File: config.mk
export PLATFORM = sky130hd
export DESIGN_NAME = jitter_xor_decimator
export DESIGN_NICKNAME = d
export VERILOG_FILES = /design/src/rtl/jxd_pkg.sv /design/src/rtl/jxd_control.sv /design/src/rtl/jxd_datapath.sv /design/src/rtl/jitter_xor_decimator.sv
export SDC_FILE = /design/constraint.sdc
export NUM_CORES = 1
export LEC_CHECK = 0
export BUFFER_PORTS_ARGS = -buffer_cell sky130_fd_sc_hd__buf_2
export CAP_MARGIN = 0
export CORE_MARGIN = 1.5
export CORE_UTILIZATION = 56
export DETAILED_ROUTE_END_ITERATION = 16
export PLACE_DENSITY = 0.83
export SLEW_MARGIN = 20
export SYNTH_ARGS = -nofsm -noshare
export SYNTH_HDL_FRONTEND = slang
export SYNTH_SLANG_ARGS = --single-unit
File: constraint.sdc
create_clock -name clk -period 2 [get_ports clk]
set_input_delay 0.5 -clock clk [delete_from_list [all_inputs] [get_ports clk]]
set_output_delay 0.5 -clock clk [all_outputs]
set_load 0.02 [all_outputs]
File: src/rtl/jxd_pkg.sv
package jxd_pkg;

  // Strobes from the control to the datapath, one per cycle
  typedef struct packed {
    logic windowEnd;  // last sample of the current decimation window
    logic shiftIn;    // push the presented decimated bit into the packer
    logic loadByte;   // the pushed bit completes a byte; latch it
  } jxdStrobes_t;

endpackage

File: src/rtl/jxd_control.sv
module jxd_control
  import jxd_pkg::*;
#(
  parameter int DECIM_RATIO = 1272,
  parameter int PACK_W      = 8
) (
  input  logic        clk,
  input  logic        rst,
  input  logic        byteReady,
  output jxdStrobes_t strobes,
  output logic        randValid,
  output logic        byteValid,
  output logic        overflow
);

  localparam int CNT_W = (DECIM_RATIO > 1) ? $clog2(DECIM_RATIO) : 1;
  localparam int BIT_W = (PACK_W > 1) ? $clog2(PACK_W) : 1;
  localparam logic [CNT_W-1:0] CNT_LAST = CNT_W'(DECIM_RATIO - 1);
  localparam logic [BIT_W-1:0] BIT_LAST = BIT_W'(PACK_W - 1);

  logic [CNT_W-1:0] winCnt;
  logic [BIT_W-1:0] bitCnt;
  logic             accept;
  logic             lastBit;

  // Packer may take a bit when no byte is held or the held one leaves now
  assign accept  = randValid && (!byteValid || byteReady);
  assign lastBit = (bitCnt == BIT_LAST);

  assign strobes.windowEnd = (winCnt == CNT_LAST);
  assign strobes.shiftIn   = accept;
  assign strobes.loadByte  = accept && lastBit;

  always_ff @(posedge clk) begin
    if (rst) begin
      winCnt    <= '0;
      randValid <= 1'b0;
    end else begin
      winCnt    <= strobes.windowEnd ? '0 : winCnt + 1'b1;
      randValid <= strobes.windowEnd;
    end
  end

  always_ff @(posedge clk) begin
    if (rst) begin
      bitCnt    <= '0;
      byteValid <= 1'b0;
      overflow  <= 1'b0;
    end else begin
      if (accept) begin
        bitCnt <= lastBit ? '0 : bitCnt + 1'b1;
      end
      if (strobes.loadByte) begin
        byteValid <= 1'b1;
      end else if (byteReady) begin
        byteValid <= 1'b0;
      end
      if (randValid && byteValid && !byteReady) begin
        overflow <= 1'b1;
      end
    end
  end

  assert_window_in_range_R2: assert property (@(posedge clk) disable iff (rst)
    winCnt <= CNT_LAST);

  assert_strobe_single_R2: assert property (@(posedge clk) disable iff (rst)
    randValid |=> !randValid);

  assert_byte_held_R7: assert property (@(posedge clk) disable iff (rst)
    (byteValid && !byteReady) |=> byteValid);

  assert_overflow_sticky_R9: assert property (@(posedge clk) disable iff (rst)
    overflow |=> overflow);

endmodule

File: src/rtl/jxd_datapath.sv
module jxd_datapath
  import jxd_pkg::*;
#(
  parameter int CORR_DEPTH = 2,
  parameter int PACK_W     = 8
) (
  input  logic              clk,
  input  logic              rst,
  input  logic              jitIn,
  input  jxdStrobes_t       strobes,
  output logic              randBit,
  output logic [PACK_W-1:0] byteData
);

  logic              sampleQ;
  logic              corrected;
  logic              accum;
  logic [PACK_W-1:0] shiftReg;
  logic [PACK_W-1:0] nextShift;

  // Single sampling register; metastability here is the entropy source
  always_ff @(posedge clk) begin
    if (rst) sampleQ <= 1'b0;
    else     sampleQ <= jitIn;
  end

  generate
    if (CORR_DEPTH > 1) begin : g_corrector
      logic [CORR_DEPTH-2:0] delayLine;
      always_ff @(posedge clk) begin
        if (rst) begin
          delayLine <= '0;
        end else begin
          delayLine[0] <= sampleQ;
          for (int i = 1; i < CORR_DEPTH - 1; i++) begin
            delayLine[i] <= delayLine[i-1];
          end
        end
      end
      assign corrected = sampleQ ^ (^delayLine);
    end else begin : g_bypass
      assign corrected = sampleQ;
    end
  endgenerate

  // Modulo-2 accumulation over one decimation window
  always_ff @(posedge clk) begin
    if (rst) begin
      accum   <= 1'b0;
      randBit <= 1'b0;
    end else if (strobes.windowEnd) begin
      accum   <= 1'b0;
      randBit <= accum ^ corrected;
    end else begin
      accum   <= accum ^ corrected;
    end
  end

  assign nextShift = {shiftReg[PACK_W-2:0], randBit};

  always_ff @(posedge clk) begin
    if (rst) begin
      shiftReg <= '0;
      byteData <= '0;
    end else begin
      if (strobes.shiftIn)  shiftReg <= nextShift;
      if (strobes.loadByte) byteData <= nextShift;
    end
  end

endmodule

File: src/rtl/jitter_xor_decimator.sv
module jitter_xor_decimator
  import jxd_pkg::*;
#(
  parameter int DECIM_RATIO = 1272,
  parameter int CORR_DEPTH  = 2
) (
  input  logic       clk,
  input  logic       rst,
  input  logic       jitIn,
  output logic       randValid,
  output logic       randBit,
  input  logic       byteReady,
  output logic       byteValid,
  output logic [7:0] byteData,
  output logic       overflow
);

  localparam int PACK_W = 8;

  jxdStrobes_t strobes;

  jxd_control #(
    .DECIM_RATIO(DECIM_RATIO),
    .PACK_W     (PACK_W)
  ) u_control (
    .clk      (clk),
    .rst      (rst),
    .byteReady(byteReady),
    .strobes  (strobes),
    .randValid(randValid),
    .byteValid(byteValid),
    .overflow (overflow)
  );

  jxd_datapath #(
    .CORR_DEPTH(CORR_DEPTH),
    .PACK_W    (PACK_W)
  ) u_datapath (
    .clk     (clk),
    .rst     (rst),
    .jitIn   (jitIn),
    .strobes (strobes),
    .randBit (randBit),
    .byteData(byteData)
  );

  assert_data_stable_R7: assert property (@(posedge clk) disable iff (rst)
    (byteValid && !byteReady) |=> $stable(byteData));

  assert_reset_clears_R1: assert property (@(posedge clk) disable iff (rst)
    $past(rst) |-> (!randValid && !byteValid && !overflow));

endmodule

==> results.md <==
- Status: finished clean
- Die width: 54.8 µm
- Drt first pass iters: 4
- Die area: 3000 µm²
- Hold slack: roughly 0.38 ns
- Total track usage: 0.233
- Path category of the worst min-delay check: primary input to register
- Post-CTS sizing: 0
- Total CTS buffers: 5
- Max FO, Critical Path: 10
- Chip height: roughly 55 µm
- Synth Warn #: 0
- Number of clock sinks: 36
- First-pass GRT wire length: a little under 5 mm
- Worst reg-to-reg path cell count: 4
- Via-to-Cell Ratio: 6.12
- Residual DRC: 0
- Antenna Violating Nets Remaining: 0
- Overall power: 1110 µW
- Core Rows: 18
- Number of port buffers: 15
- Max rail drop VDD: 507 µV
- Slew HR: 0.590
- Syn_area_per_cell: 9.04 µm²
- Crit share post-route: 0.827
- Power per cell area: 665 nW/µm²
- I/O pins: 16
- Fmax: 0.604 GHz
- CTS tree: built
- Routed wire length: approximately 3.0 mm
- Fin nets: around 190
- Worst Max-Slew Pin Slew: approximately 0.61 ns
- Vias in the first global route: approximately 1,100
- Latest clock arrival within the worst-skew pair: 0.33 ns
- Antenna cells: 0
- Initial antenna violation count: 0
- Max-Cap Viols: 0
- Post-CTS setup buffer count: 0
- Cts-stage hold buffer count: 0
- Leakage: 0.000610 µW
- CTS max path bufs: 2
- Initial Util: 0.600
- Hold depth: 2
- Largest net degree at the start of global routing: 19
- DR WL/cell: 14.1 µm
- GP Congestion: between 0.7 and 0.8
- Core Util, Final: 0.665
- Share of layout cells above drive strength 1: 0.176
- Root Buffer: clkbuf_4
- Final hold viol count: 0
- Layout Skew: about 0.012 ns
- Post-DP HPWL: 2.11 mm
- Vias: 1,298
- Synth Net Count: 173
- RSZ-0062 raised after global routing: false
- CP Class: register to register
- Distinct cells, synth: 32
- Core Box Area: 2500 µm²
- Startpoint types: register
- First DRT Iteration DRCs: 26
- Mapped Area: 1500 µm²
- Data arrival, critical path: ~1.9 ns
- Post-layout min period: 1.65 ns
- Final Max Slew Viols: 0
- WP data required: 2.26 ns
- Area growth from synthesis to layout: 10.8%
- H-Tree Depth: 2
- Seq/Total Area, Yosys: 0.480
- Synth Register Bits: 36
- Final setup violation count: 0
- GR Overflow Total: 0
- Post-synthesis cell count: 166
- Crit. End Element: register
- Setup TNS: 0 ns
- Clock edge transition at the registers on the reported setup and hold paths: approximately 0.090 ns
[layout make-up]
type / count / area [µm²]
clock buffer: 5 / 37.5
fill: 213 / 838
inverter: 5 / 18.8
multi-input combinational: 114 / 719
sequential: 36 / 721
tap: 30 / 37.5
timing repair buffer: 22 / 128
[metal layers]
metal / vias to the layer above / track usage / part of all wire
li1: 649 / - / -
met1: 615 / 0.284 / 0.46
met2: 29 / 0.361 / 0.48
met3: 5 / 0.0820 / 0.045
met4: 0 / 0.113 / 0.015
met5: - / 0 / 0
[synthesized netlist by cell type]
| cell | number | share of area |
|---|---|---|
| dfxtp_1 | 36 | 0.48 |
| a21oi_1 | 25 | 0.083 |
| o21ai_0 | 14 | 0.047 |
| nand3_1 | 13 | 0.043 |
| o31ai_1 | 11 | 0.055 |
| clkbuf_1 | 10 | 0.025 |
| nor2_1 | 9 | 0.023 |
| nand4_1 | 8 | 0.033 |
| inv_1 | 4 | 0.010 |
| nand2_1 | 4 | 0.010 |
| ha_1 | 3 | 0.025 |
| nor2b_1 | 3 | 0.013 |
| or4_1 | 3 | 0.015 |
| nand2b_1 | 2 | 0.0083 |
| nor4_1 | 2 | 0.0083 |
| or3_2 | 2 | 0.010 |
| xnor2_1 | 2 | 0.012 |
| a211oi_1 | 1 | 0.0050 |
| a41o_1 | 1 | 0.0067 |
| a41oi_1 | 1 | 0.0058 |
| and2_1 | 1 | 0.0042 |
| and3_1 | 1 | 0.0042 |
| and4_2 | 1 | 0.0067 |
| buf_1 | 1 | 0.0025 |
| clkinv_1 | 1 | 0.0025 |
| mux2i_1 | 1 | 0.0067 |
| nand4_4 | 1 | 0.014 |
| nand4bb_1 | 1 | 0.0075 |
| o31ai_2 | 1 | 0.0083 |
| or3_1 | 1 | 0.0042 |
| xnor3_1 | 1 | 0.015 |
| xor2_1 | 1 | 0.0058 |
[flip-flops by register name (all words and copies together) (netlist names)]
| signal | count |
|---|---|
| u_control.bitCnt | 3 |
| u_control.byteValid | 1 |
| u_control.overflow | 1 |
| u_control.randValid | 1 |
| u_control.winCnt | 11 |
| u_datapath.accum | 1 |
| u_datapath.byteData | 8 |
| u_datapath.g_corrector.delayLine | 1 |
| u_datapath.randBit | 1 |
| u_datapath.sampleQ | 1 |
| u_datapath.shiftReg | 7 |
[worst paths after layout]
path                                         from  slack, ns                               to
setup reg to reg   u_control.winCnt[0]$_SDFF_PP0_       0.35  u_datapath.randBit$_SDFFE_PP0N_
setup / recovery   u_control.winCnt[0]$_SDFF_PP0_       0.35  u_datapath.randBit$_SDFFE_PP0N_
hold reg to reg   u_control.overflow$_SDFFE_PP0P_       0.48  u_control.overflow$_SDFFE_PP0P_
hold / removal                              jitIn       0.38    u_datapath.sampleQ$_SDFF_PP0_
[cell families after synthesis]
family                   Yosys count  synth area share
multiplexers                       1           0.00667
flip-flops                        36             0.480
XOR/XNOR                           4            0.0325
adder cells (fa/ha/maj)            3            0.0250
AO/OA/AOI/OAI                     54             0.211
AND/OR/NAND/NOR                   52             0.204
buffers and inverters             16            0.0400
[placed cells by master (no fill, tap or decap), types with 5 or more instances in the layout]
cell type  netlist  routed
dfxtp_1         36      36
o31ai_1         11      11
a21oi_1         25      25
o21ai_0         14      14
nor2_1           9       9
buf_4            0       7
buf_2            0      15
nand3_1         13      13
nand4_1          8       8
clkbuf_4         0       5
[metrics by stage]
| step | setup slack, ns | instance area (µm²) | std cells |
|---|---|---|---|
| 2_1_floorplan | 0.522 | 1500 | 166 |
| 3_3_place_gp | 0.494 | 1620 | 207 |
| 3_5_place_dp | 0.375 | 1620 | 207 |
| 4_1_cts | 0.351 | 1660 | 212 |
| 5_1_grt | 0.259 | 1660 | 212 |
| 6_report | 0.346 | 1660 | 212 |
[worst max-delay path, stage by stage (launching register included)]
cell and delay (ns):
dfxtp_1 0.39, ha_1 0.30, nand4_4 0.19, or4_1 0.57, a21oi_1 0.15
[power breakdown]
part           leakage [µW]  internal (µW)  switching [µW]  total, µW
combinational      0.000296           19.0            25.2       44.2
clock             0.0000230            117             210        327
sequential         0.000291            726            7.76        734
Power figures use the tool's default switching activity.
